### src/rtl/wave_counter_pkg.sv
package wave_counter_pkg;
  typedef enum logic {
    MODE_RATE   = 1'b0,
    MODE_SQUARE = 1'b1
  } wave_mode_e;
endpackage

### src/rtl/wave_counter_hold.sv
// Holds the host-written period and mode; derives the load values.
module wave_counter_hold
  import wave_counter_pkg::*;
#(
  parameter int CW = 16,
  localparam int NW = CW + 1
) (
  input  logic          clk,
  input  logic          rst,
  input  logic          wr_en,
  input  logic [CW-1:0] wr_count,
  input  logic          wr_mode,
  output logic          armed,
  output wave_mode_e    ld_mode,
  output logic [NW-1:0] ld_full,
  output logic [NW-1:0] ld_hi,
  output logic [NW-1:0] ld_lo
);
  logic [CW-1:0] pend_n;
  logic [NW:0]   plus_one;

  always_ff @(posedge clk) begin
    if (rst) begin
      pend_n  <= '0;
      ld_mode <= MODE_RATE;
      armed   <= 1'b0;
    end else if (wr_en) begin
      pend_n  <= wr_count;
      ld_mode <= wave_mode_e'(wr_mode);
      armed   <= 1'b1;
    end
  end

  // A zero count stands for 2**CW.
  assign ld_full  = (pend_n == '0) ? {1'b1, {CW{1'b0}}} : {1'b0, pend_n};
  assign plus_one = {1'b0, ld_full} + {{NW{1'b0}}, 1'b1};
  assign ld_hi    = plus_one[NW:1];
  assign ld_lo    = {1'b0, ld_full[NW-1:1]};
endmodule

### src/rtl/wave_counter_engine.sv
// Down-counter with gate control, period reload and output shaping.
module wave_counter_engine
  import wave_counter_pkg::*;
#(
  parameter int CW = 16,
  localparam int NW = CW + 1
) (
  input  logic          clk,
  input  logic          rst,
  input  logic          gate,
  input  logic          armed,
  input  wave_mode_e    ld_mode,
  input  logic [NW-1:0] ld_full,
  input  logic [NW-1:0] ld_hi,
  input  logic [NW-1:0] ld_lo,
  output logic          wave_out,
  output logic          run_o,
  output logic          phase_o,
  output logic [NW-1:0] cnt_o,
  output wave_mode_e    mode_o,
  output logic          gate_q_o
);
  localparam logic [NW-1:0] ONE = NW'(1);

  logic          run, ph, gate_q;
  logic [NW-1:0] cnt, lo_half, ld_cnt;
  wave_mode_e    mode;
  logic          start, step, at_end, split;

  always_comb begin
    ld_cnt = (ld_mode == MODE_SQUARE) ? ld_hi : ld_full;
    start  = gate && armed && (!run || !gate_q);
    step   = gate && run && !start;
    at_end = (cnt == ONE);
    split  = (mode == MODE_SQUARE) && ph && (lo_half != '0);
  end

  always_ff @(posedge clk) begin
    if (rst) begin
      run      <= 1'b0;
      ph       <= 1'b1;
      gate_q   <= 1'b0;
      cnt      <= '0;
      lo_half  <= '0;
      mode     <= MODE_RATE;
      wave_out <= 1'b1;
    end else begin
      gate_q <= gate;
      if (!gate || start)
        wave_out <= 1'b1;
      else if (run)
        wave_out <= (mode == MODE_RATE) ? !at_end : ph;

      if (start || (step && at_end && !split)) begin
        run     <= 1'b1;
        ph      <= 1'b1;
        cnt     <= ld_cnt;
        mode    <= ld_mode;
        lo_half <= ld_lo;
      end else if (step && at_end) begin
        ph  <= 1'b0;
        cnt <= lo_half;
      end else if (step) begin
        cnt <= cnt - ONE;
      end
    end
  end

  assign run_o    = run;
  assign phase_o  = ph;
  assign cnt_o    = cnt;
  assign mode_o   = mode;
  assign gate_q_o = gate_q;
endmodule

### src/rtl/wave_counter.sv
module wave_counter
  import wave_counter_pkg::*;
#(
  parameter int CW = 16
) (
  input  logic          clk,
  input  logic          rst,
  input  logic          wr_en,
  input  logic [CW-1:0] wr_count,
  input  logic          wr_mode,
  input  logic          gate,
  output logic          wave_out
);
  localparam int NW = CW + 1;

  logic          armed, eng_run, eng_ph, eng_gate_q;
  wave_mode_e    ld_mode, eng_mode;
  logic [NW-1:0] ld_full, ld_hi, ld_lo, eng_cnt;

  wave_counter_hold #(.CW(CW)) u_hold (
    .clk(clk), .rst(rst), .wr_en(wr_en), .wr_count(wr_count),
    .wr_mode(wr_mode), .armed(armed), .ld_mode(ld_mode),
    .ld_full(ld_full), .ld_hi(ld_hi), .ld_lo(ld_lo)
  );

  wave_counter_engine #(.CW(CW)) u_engine (
    .clk(clk), .rst(rst), .gate(gate), .armed(armed),
    .ld_mode(ld_mode), .ld_full(ld_full), .ld_hi(ld_hi), .ld_lo(ld_lo),
    .wave_out(wave_out), .run_o(eng_run), .phase_o(eng_ph),
    .cnt_o(eng_cnt), .mode_o(eng_mode), .gate_q_o(eng_gate_q)
  );
endmodule

### config.mk
export PLATFORM = sky130hd
export DESIGN_NAME = wave_counter
export DESIGN_NICKNAME = d
export VERILOG_FILES = /design/src/rtl/wave_counter_pkg.sv /design/src/rtl/wave_counter_hold.sv /design/src/rtl/wave_counter_engine.sv /design/src/rtl/wave_counter.sv
export SDC_FILE = /design/constraint.sdc
export NUM_CORES = 1
export LEC_CHECK = 0
export BUFFER_PORTS_ARGS = -buffer_cell sky130_fd_sc_hd__buf_2
export CORE_MARGIN = 2
export CORE_UTILIZATION = 45
export DETAILED_ROUTE_END_ITERATION = 10
export PLACE_DENSITY = 0.59
export SLEW_MARGIN = 20
export SYNTH_ARGS = -nofsm -noshare
export SYNTH_HDL_FRONTEND = slang
export SYNTH_SLANG_ARGS = --single-unit
### constraint.sdc
create_clock -name clk -period 3.1 [get_ports clk]
set_clock_uncertainty 0.2 [all_clocks]
set_input_delay 0.155 -clock clk [delete_from_list [all_inputs] [get_ports clk]]
set_output_delay 0.155 -clock clk [all_outputs]
set_load 0.1 [all_outputs]
# After elaboration in Yosys (flattened, before gate mapping)
# Cells that the tools add are included.
classes:
  add_sub_neg: 2
  n_eq_ne: 1
  mux: 6
  reduce_logical: 22
ops:
  columns: ["op", "count"]
  rows:
  - ["$mux 17", 5]
  - ["$add 17x1->18 const B", 1]
  - ["$eq 17x1->1 const B", 1]
  - ["$reduce_bool 17->1", 1]
  - ["$sub 17x1->17 const B", 1]
  - ["$logic_not 16->1", 1]
  - ["$logic_and 1x1->1", 8]
  - ["$logic_not 1->1", 6]
  - ["$reduce_or 2->1", 2]
  - ["$logic_or 1x1->1", 3]
  - ["$reduce_bool 3->1", 1]
  - ["$mux 1", 1]
totals:
  reg_bits: 56
  in_bits: 21
  out_inout_bits: 1
  wordCells: 41

# Longest topological paths before layout
# Gate-level depths: netlist of the first run.
depth:
  word_depth: 9
  mapped_depth: 9
  depth_no_buf: 8

# Hierarchy
# A second synthesis of the first run with hierarchy kept.
hier_totals:
  cells_unflattened: 443
  hier_area_um2: 3590.9
modules_own_cells:
  columns: ["mod", "n_inst", "cells_per_inst", "area_per_inst_um2", "seq_area_each_um2"]
  rows:
  - ["wave_counter_engine", 1, 294, 2354.8, 780.7]
  - ["wave_counter_hold", 1, 149, 1236.2, 360.3]

# Least setup slack after synthesis of the first run
# Ideal clock, no wire load.
synth_path:
  kind: "flip-flop to flip-flop"
  from: "register u_engine.cnt[4], in the netlist u_engine.cnt_o[4]"
  to: "register u_engine.cnt[6], in the netlist u_engine.cnt_o[6]"
  t_arrival_ns: 2.454
  path_slack_ns: 0.315
  path_stages_with_launch: 9
  n_path_buf: 2
  cell_sequence: "dfxtp_1 -> or4_4 -> or2_0 -> buf_6 -> or4_4 -> buf_6 -> mux2_4 -> a211oi_1 -> nor3_1"
synth_via:
  elab_chain_cells: 5
  word_cells_on_any_way: 9
  cone_classes: "add/sub: 1; eq/ne: 1; mux: 3; reduce/logical: 4"
synth_lines:
  columns: ["item", "line", "source"]
  rows:
  - ["start, declared", "wave_counter_engine.sv:26", "logic [NW-1:0] cnt, lo_half, ld_cnt;"]
  - ["start signal, assigned", "wave_counter_engine.sv:57", "cnt <= ld_cnt;"]
  - ["start signal, assigned", "wave_counter_engine.sv:62", "cnt <= lo_half;"]
  - ["start signal, assigned", "wave_counter_engine.sv:64", "cnt <= cnt - ONE;"]
  - ["parallel branches: the longest is 5 deep, another holds $sub 17x1->17", null, null]
# Parallel ways; which one is timed is not known. The select of a mux whose other input is x is not followed.
# A chain may end at the register's enable or synchronous reset.

# Final worst setup path of the first run
layout_path:
  from: "register u_engine.cnt[4], in the netlist u_engine.cnt_o[4]"
  to: "register u_engine.cnt[0], in the netlist u_engine.cnt_o[0]"
layout_via:
  elab_chain_cells: 5
  word_cells_on_any_way: 7
  cone_classes: "eq/ne: 1; mux: 2; reduce/logical: 4"
layout_lines:
  columns: ["item", "line", "source"]
  rows:
  - ["$eq 17x1->1 (*)", "wave_counter_engine.sv:34", "at_end = (cnt == ONE);"]
  - ["$logic_and 1x1->1 (*)", "wave_counter_engine.sv:54, wave_counter_engine.sv:60", null]
  - ["$logic_and 1x1->1", "wave_counter_engine.sv:54", "if (start || (step && at_end && !split)) begin"]
  - ["$logic_or 1x1->1", "wave_counter_engine.sv:54", null]
  - ["$reduce_bool 3->1 (no source line) / $mux 17 (equally long branches)", null, null]
# Mark *: on every way between the ends. The rest lies on a longest branch, timed or not.

==> impl_metrics.ini, run 1 <==
[layout]
fill_cells = 651
drive_gt1_share_pct = 13.2
design_area_um2 = 3670
fin_util_pct = 53.5
diodes = 0
syn2layout_area_growth_pct = 14.1
final_nets = 463

[power]
switching_share_pct = 33.0
p_leak_uw = 0.00139
powerDensity_nw_per_um2 = 456
pwr-share-comb_pct = 24.9
pwr-share-clk_pct = 25.9
pwr-share-seq_pct = 49.2
switchingPower_uw = 553
power_uw = 1670
power.internal_uw = 1120
ir_drop_uv = 231

[grt]
antenna_found_initial = 0
grt_overflow_total = 0
grt_max_degree = 30
grt_usage_pct = 23.9
grt_pass1_vias = 2864
grt_pass1_wl_um = 14600

[timing]
slew_viol_final = 0
setup_tns_ns = 0
max_freq_mhz = 340
fin_hold_ws_ns = 0.124
period_minus_slack_ns = 2.94
timing.max_slew.rel_slack_pct = 60.7
finalSetupViolations = 0
worstMarginPinSlew_ns = 0.590
hold_violations = 0
rsz0062_at_grt = no
timing.final.crit_share_pct = 94.9

[setup_path]
end_kind = flip-flop
cp.required_ns = 3.13
cp.arrival_ns = 2.97
rrSetupSlack_ns = 0.16
critPathLaunchType = flip-flop
worst-setup-path-type = flip-flop to flip-flop
worst-path-max-fanout = 13
r2r_end = u_engine.cnt_o[0]
reg2reg_from = u_engine.cnt_o[4]
rr_worst_depth = 7

[clocking]
cts-root-buf = clkbuf_8
h-tree-depth = 2
cts.sinks = 56
cts_tree = yes
cts_buffers = 5
clk_latency_ns = 0.32
clockBufferDepth = 2
clk_pin_slew_worst_paths_ns = 0.11

[place]
placed_area_um2 = 3390
dp_hpwl_um = 6120
io_buffer_count = 21
place_congestion = 0.838

[routing]
drc = 0
drt-wirelength-per-cell_um = 16.0
viasPerCell = 5.69
routed_wl_um = 8560
drt_iter0_markers = 192
ant_nets = 0
num_vias = 3043
dr.pass1.iters = 5

[synth]
syn_nets = 438
synth_top_area_share_pct = 34.8
ys_ff_latch = 56
synth_cell_types = 57
ys.warnings.count = 0
synthTopCellsByArea = dfxtp_1 (35%), mux2i_1 (7.5%), a21oi_1 (6.4%)
synth_area_um2 = 3220
async_reset_ff_share_pct = 0
synth_seq_area_share_pct = 34.8
postSynthAreaPerCell_um2 = 7.80
syn_inst = 413
synth-edff-count = 0
post-synth-top-area-cell = dfxtp_1
synth_flop_cell = dfxtp_1

[floorplanning]
core_area_um2 = 6870
ios = 22
dieArea_um2 = 7850
die_h_um = 88.6
initial_utilization_pct = 46.9
num_rows = 30
die_w_um = 88.6

[worst_hold_path]
worstHoldEndpoint = u_engine.cnt_o[2]
hp-start = rst
worstHoldPathType = primary input to flip-flop
holdPathStages = 2

[outcome]
status = completed

[run]
cap_violations = 0
-- cell usage in the layout, fill, tap and decap left out, types with 7 or more instances in the layout --
master and count:
o21ai_0 17, nor3_1 14, nand2_1 54, buf_2 21
dlygate4sd3_1 18, buf_4 12, a21oi_1 41, nand3_1 9
mux2i_1 24, nor4_1 15, dfxtp_1 56, a211oi_1 7
nor2_1 45
-- stage by stage --
step           worst slack [ns]  std cells
5_1_grt                  0.0459        535
3_5_place_dp              0.198        509
4_1_cts                   0.170        535
3_3_place_gp              0.231        509
2_1_floorplan             0.315        413
6_report                  0.159        535
-- synth_stat cells, drive strengths merged, types with 3 or more instances --
cell type / instances
dfxtp: 56
nand2: 55
nor2: 46
a21oi: 41
clkbuf: 27
mux2i: 24
o21ai: 17
nor4: 16
nor3: 14
nand3: 9
a211oi: 7
buf: 6
inv: 6
xnor2: 6
xor2: 6
a221oi: 5
and3: 5
and4: 4
ha: 4
nand4: 4
nor2b: 4
or3: 4
or4: 4
a21o: 3
a311oi: 3
mux2: 3
o211ai: 3
o31ai: 3
-- state kept, by name (all words and copies together), names as in the netlist --
name and cells:
u_engine.cnt_o 17, u_engine.gate_q_o 1, u_engine.lo_half 16, u_engine.mode_o 1, u_engine.phase_o 1, u_engine.run_o 1
u_engine.wave_out 1, u_hold.armed 1, u_hold.ld_mode 1, u_hold.pend_n 16
-- critical path, cell delays in order, from the launching register on --
cell      delay [ns]
dfxtp_1         0.39
or4_4           0.59
or4_4           0.56
o31a_1          0.35
nor2_2          0.22
buf_4           0.23
nand2_1         0.09
a221oi_1        0.23
-- routing by layer --
metal	track usage [%]	wire length (µm)	part of all wire, %	vias up
met5	0	0	0	-
met4	6.61	144	1.7	0
met3	2.89	261	3.0	14
met2	37.5	3740	44	64
met1	34.7	4410	52	1422
li1	-	-	-	1543
-- worst max path at each step --
stage                                  from                  to  slack [ns]
after floorplan           u_engine.cnt_o[4]   u_engine.cnt_o[6]        0.31
after global placement    u_engine.cnt_o[4]  u_engine.cnt_o[16]        0.23
after detailed placement  u_engine.cnt_o[4]  u_engine.cnt_o[16]        0.20
after CTS                 u_engine.cnt_o[4]   u_engine.cnt_o[0]        0.17
after global routing      u_engine.cnt_o[4]   u_engine.cnt_o[0]        0.05
final                     u_engine.cnt_o[4]   u_engine.cnt_o[0]        0.16
-- cell type report --
cell class,instances,area (µm²),area share (%)
sequential,56,1120,30.5
tap,96,120,3.27
multi-input combinational,318,1940,52.8
clock inverter,3,25.0,0.681
clock buffer,5,68.8,1.87
inverter,6,22.5,0.613
timing repair buffer,51,375,10.2
-- what timing repair did --
item | in CTS | in global routing
hold endpoints to repair | 19 | 0
resized for setup | 0 | 1
hold buffers | 18 | 0
buffers inserted | 0 | 0
endpoints found under the setup margin | 0 | 1
-- cell families after synthesis --
| logic type | after synthesis | share of synthesized area (%) |
|---|---|---|
| AND/OR/NAND/NOR | 175 | 26.5 |
| adder cells (fa/ha/maj) | 4 | 1.55 |
| XOR/XNOR | 12 | 3.26 |
| AO/OA/AOI/OAI | 100 | 20.1 |
| buffers and inverters | 39 | 5.13 |
| flip-flops | 56 | 34.8 |
| multiplexers | 27 | 8.62 |
-- power by group through the flow --
stage | clock [µW] | combinational [µW] | sequential, µW
floorplan | 0 | 329 | 809
global placement | 0 | 393 | 837
detailed placement | 0 | 395 | 837
CTS | 444 | 414 | 821
global route | 475 | 465 | 832
finish | 433 | 418 | 823
Power figures use the tool's default switching activity.
==> run 2, diff against run 1 <==
Settings changed: PLACE_DENSITY 0.59 to 0.62.
Clock period 3.1 ns to 2.4 ns, I/O delays scaled along.
==> run 2 against run 1 <==
  * The flow now finishes with violations (negative setup slack)
  * Clock power increased by 24%
  * Die area unchanged
  * Maximum frequency grew 7.0%
  * Sequential share of layout area fell by 5.0 points
  * Critical endpoint is now u_engine.cnt_o[6]
  * Largest power group unchanged
  * Highest routed layer unchanged
==> impl_metrics.ini, run 2 (synthesis gave the netlist of run 1 again) <==
[layout]
final_nets = 510
design_area_um2 = 4410
final_cell_mix = dfxtp_1 (54), nor2_1 (42), buf_4 (41)
layout.cells.most_common = dfxtp_1
fill_cells = 577
syn2layout_area_growth_pct = 36.8
drive_gt1_share_pct = 33.0
fin_cells = 581
fin_util_pct = 64.2
diodes = 0
largest_register_ffs = 17

[setup_path]
critPathMostFrequentCell = or4_4
critPathTopFamily = simple AND/OR/NAND/NOR gates
reg2reg_from = u_engine.cnt_o[5]
r2r_end = u_engine.cnt_o[6]
crit_path_cell_trace = or4_4, or4_4, o31a_1, a2111oi_2, buf_4, a211oi_2, nor3_1
cp.required_ns = 2.45
cp.arrival_ns = 2.80
rrSetupSlack_ns = -0.35
worst-path-max-fanout = 4
critPathLaunchType = flip-flop
worst-setup-path-type = flip-flop to flip-flop
critPathMaxStageDelay_ns = 0.55
end_kind = flip-flop
rr_worst_depth = 7
crit_buf_inv = 1
crit_slowest_cell = or4_4

[routing]
viasPerCell = 5.69
dr.pass1.iters = 5
ant_nets = 0
num_vias = 3304
drc = 0
drt-wirelength-per-cell_um = 16.7
drt_iter0_markers = 328
routed_wl_um = 9690

[grt]
grt_overflow_total = 0
grt_pass1_vias = 3109
grt_usage_pct = 25.7
antenna_found_initial = 0
grt_max_degree = 30
grt_pass1_wl_um = 15600

[floorplanning]
initial_utilization_pct = 46.9
dieArea_um2 = 7850
die_h_um = 88.6
ios = 22
die_w_um = 88.6
num_rows = 30
core_area_um2 = 6870

[power]
p_leak_uw = 0.00173
powerDensity_nw_per_um2 = 537
ir_drop_uv = 267

[clocking]
clockBufferDepth = 2
clk_pin_slew_worst_paths_ns = 0.11
cts_buffers = 5
cts-root-buf = clkbuf_8
clk_latency_ns = 0.32
cts_tree = yes
h-tree-depth = 2
cts.sinks = 56

[timing]
max_freq_mhz = 364
slew_viol_final = 0
worst_slack_ns = -0.349
timing.max_slew.rel_slack_pct = 64.5
hold_violations = 0
worstMarginPinSlew_ns = 0.531
finalSetupViolations = 36
timing.final.crit_share_pct = 115
period_minus_slack_ns = 2.75
rsz0062_at_grt = yes
fin_hold_ws_ns = 0.103

[worst_hold_path]
hp-start = wr_en
worstHoldEndpoint = u_hold.armed
holdPathStages = 3
worstHoldPathType = primary input to flip-flop

[place]
dp_hpwl_um = 6820
dp_slack_ns = -0.512
place_congestion = 0.911
placedCellCount = 550
placed_area_um2 = 3750
io_buffer_count = 21

[outcome]
status = finished with violations
violations = negative setup slack

[run]
cap_violations = 0
-- run 2: cell count changes in the layout (fill, tap and decap cells not counted), sizes merged --
cell | previous run | this run
clkbuf | 5 | 6
buf | 33 | 78
dlygate4sd3 | 18 | 19
inv | 8 | 7
-- run 2: metal layers --
| layer | wire length [µm] | global-route usage [%] | vias to the layer above |
|---|---|---|---|
| met5 | 0 | 0 | - |
| met4 | 127 | 7.16 | 0 |
| met3 | 530 | 2.89 | 11 |
| met2 | 4630 | 42.4 | 113 |
| met1 | 4400 | 35.6 | 1553 |
| li1 | - | - | 1627 |
-- run 2: worst max-delay path by stage --
stage	from	end	slack (ns)	cells past startpoint
floorplan	u_engine.cnt_o[7]	u_engine.cnt_o[6]	-0.28	8
global route	u_engine.cnt_o[5]	u_engine.cnt_o[15]	-0.36	7
finish	u_engine.cnt_o[5]	u_engine.cnt_o[6]	-0.35	7
global placement	u_engine.cnt_o[1]	u_engine.cnt_o[6]	-0.45	9
detailed placement	u_engine.cnt_o[1]	u_engine.cnt_o[6]	-0.51	9
CTS	u_engine.cnt_o[5]	u_engine.cnt_o[14]	-0.33	7
-- run 2: tightest hold or removal path: stages --
cell    delay, ns
buf_2        0.26
nor2_1       0.16
nor2_1       0.04
-- run 2: cell type report --
class / count / area (µm²) / area share, %
multi-input cells: 318 / 2230 / 50.6
flip-flops and latches: 56 / 1120 / 25.5
repair buffers: 98 / 825 / 18.7
well taps: 96 / 120 / 2.72
clock buffers: 5 / 68.8 / 1.56
inverters: 6 / 22.5 / 0.511
clock inverters: 2 / 16.3 / 0.369
-- run 2: stage by stage --
stage / setup TNS (ns) / total power (µW)
global route: -10.69 / 2480
floorplan: -4.07 / 1490
CTS: -7.61 / 2310
global placement: -7.00 / 1700
finish: -8.43 / 2370
detailed placement: -8.06 / 1710
-- run 2: power breakdown --
group | internal (µW) | switching, µW | leakage [µW]
sequential | 983 | 62.5 | 0.000459
clock | 205 | 332 | 0.0000406
combinational | 388 | 395 | 0.00123
total | 1580 | 790 | 0.00173
-- run 2: repair_timing --
action	CTS	global route
hold endpoints to repair	22	0
gates resized for setup	56	29
setup endpoints to repair	36	37
setup buffers	3	1
hold buffers	19	0
pin swaps	23	14
gates cloned	0	1
==> run 3, diff against run 2 <==
Settings changed: HOLD_SLACK_MARGIN from default to 0.15.
==> run 3 against run 2 <==
  * The run still ends with negative setup slack left
  * Cell count rose by 0.34%
  * Clock power barely moved
  * Non-clock buffer count rose by 2
  * Setup slack got worse by 0.00064 ns
  * Maximum frequency barely moved
  * Largest power group unchanged
  * Via count rose by 1.4%
  * Global-route usage barely moved
==> impl_metrics.ini, run 3 (synthesis gave the netlist of run 1 again) <==
[timing]
slew_viol_final = 0
period_minus_slack_ns = 2.75
finalSetupViolations = 36
timing.max_slew.rel_slack_pct = 64.2
rsz0062_at_grt = yes
worstMarginPinSlew_ns = 0.535
setup_tns_ns = -8.64
worst_slack_ns = -0.350
hold_violations = 0
max_freq_mhz = 364
timing.final.crit_share_pct = 115

[routing]
num_vias = 3350
viasPerCell = 5.75
dr.pass1.iters = 5
drc = 0
drt_iter0_markers = 241
routed_wl_um = 9680
ant_nets = 0
drt-wirelength-per-cell_um = 16.6

[setup_path]
end_kind = flip-flop
crit_slowest_cell = or4_4
rr_worst_depth = 7
worst-path-max-fanout = 4
critPathMostFrequentCell = or4_4
cp.arrival_ns = 2.80
crit_path_cell_trace = or4_4, or4_4, o31a_1, a2111oi_2, buf_4, a211oi_2, nor3_1
critPathLaunchType = flip-flop
rrSetupSlack_ns = -0.35
worst-setup-path-type = flip-flop to flip-flop
cp.required_ns = 2.45
critPathMaxStageDelay_ns = 0.55

[outcome]
violations = negative setup slack
status = finished with violations

[grt]
grt_pass1_wl_um = 15600
grt_pass1_vias = 3121
antenna_found_initial = 0
grt_usage_pct = 25.7
grt_overflow_total = 0
grt_max_degree = 30

[clocking]
clk_pin_slew_worst_paths_ns = 0.11
clockBufferDepth = 2
cts_buffers = 5
clk_latency_ns = 0.32
cts.sinks = 56
h-tree-depth = 2
cts-root-buf = clkbuf_8
cts_tree = yes

[power]
switchingPower_uw = 788
switching_share_pct = 33.3
powerDensity_nw_per_um2 = 534
pwr-share-comb_pct = 33.2
ir_drop_uv = 267
power.internal_uw = 1580
p_leak_uw = 0.00174
pwr-share-seq_pct = 44.1
pwr-share-clk_pct = 22.6

[layout]
drive_gt1_share_pct = 32.9
final_cell_mix = dfxtp_1 (54), nor2_1 (42), buf_4 (41)
final_nets = 512
layout.cells.most_common = dfxtp_1
syn2layout_area_growth_pct = 37.4
largest_register_ffs = 17
diodes = 0

[worst_hold_path]
worstHoldPathType = flip-flop to flip-flop
holdPathStages = 2

[floorplanning]
num_rows = 30
die_w_um = 88.6
die_h_um = 88.6
core_area_um2 = 6870
dieArea_um2 = 7850
initial_utilization_pct = 46.9
ios = 22

[place]
place_congestion = 0.911
dp_slack_ns = -0.512
io_buffer_count = 21
dp_hpwl_um = 6820

[run]
cap_violations = 0
run 3: routing by layer:
| metal | global-route usage, % | wire length [µm] | vias up |
|---|---|---|---|
| met5 | 0 | 0 | - |
| met4 | 7.16 | 147 | 0 |
| met3 | 2.89 | 590 | 17 |
| met2 | 42.4 | 4600 | 142 |
| met1 | 35.5 | 4340 | 1562 |
| li1 | - | - | 1629 |
run 3: final timing paths:
path	from	to
worst min-delay path	u_engine.wave_out	u_engine.wave_out
worst min register to register	u_engine.wave_out	u_engine.wave_out
worst max-delay path	u_engine.cnt_o[5]	u_engine.cnt_o[6]
worst max register to register	u_engine.cnt_o[5]	u_engine.cnt_o[6]
run 3: cell type report:
| cell class | count | area (µm²) |
|---|---|---|
| clock buffer | 5 | 68.8 |
| clock inverter | 2 | 16.3 |
| fill | 575 | 2440 |
| inverter | 6 | 22.5 |
| multi-input combinational | 318 | 2230 |
| sequential | 56 | 1120 |
| tap | 96 | 120 |
| timing repair buffer | 100 | 845 |
run 3: what timing repair did:
action / 4_1_cts / 5_1_grt
gates cloned: 0 / 1
resized for setup: 56 / 29
endpoints found under the setup margin: 36 / 37
hold buffers: 21 / 0
endpoints found under the hold margin: 32 / 0
setup buffers: 3 / 1
pin swaps: 23 / 14
run 3: worst max-delay path, delay by kind of cell, from the launching register on:
| family | cells | cell delay, ns |
|---|---|---|
| compound gates | 3 | 0.75 |
| buf+inv | 1 | 0.19 |
| flops | 1 | 0.33 |
| simple gates | 3 | 1.20 |
run 3: power groups by stage:
stage / registers, µW / logic, µW / clock network (µW)
finish: 1040 / 786 / 536
global route: 1050 / 849 / 585
CTS: 1040 / 730 / 541
detailed placement: 1060 / 647 / 0
global placement: 1060 / 643 / 0
floorplan: 1050 / 446 / 0
run 3: stage by stage:
step / total power, µW / std cells / area (µm²) / utilization [%] / hold WS (ns)
final: 2370 / 583 / 4430 / 64.5 / 0.300
after CTS: 2310 / 581 / 4270 / 62.2 / 0.290
after detailed placement: 1710 / 550 / 3750 / 54.5 / 0.161
after floorplan: 1490 / 413 / 3300 / - / 0.0676
after global placement: 1700 / 550 / 3750 / 54.5 / 0.153
after global routing: 2490 / 583 / 4430 / 64.5 / 0.317
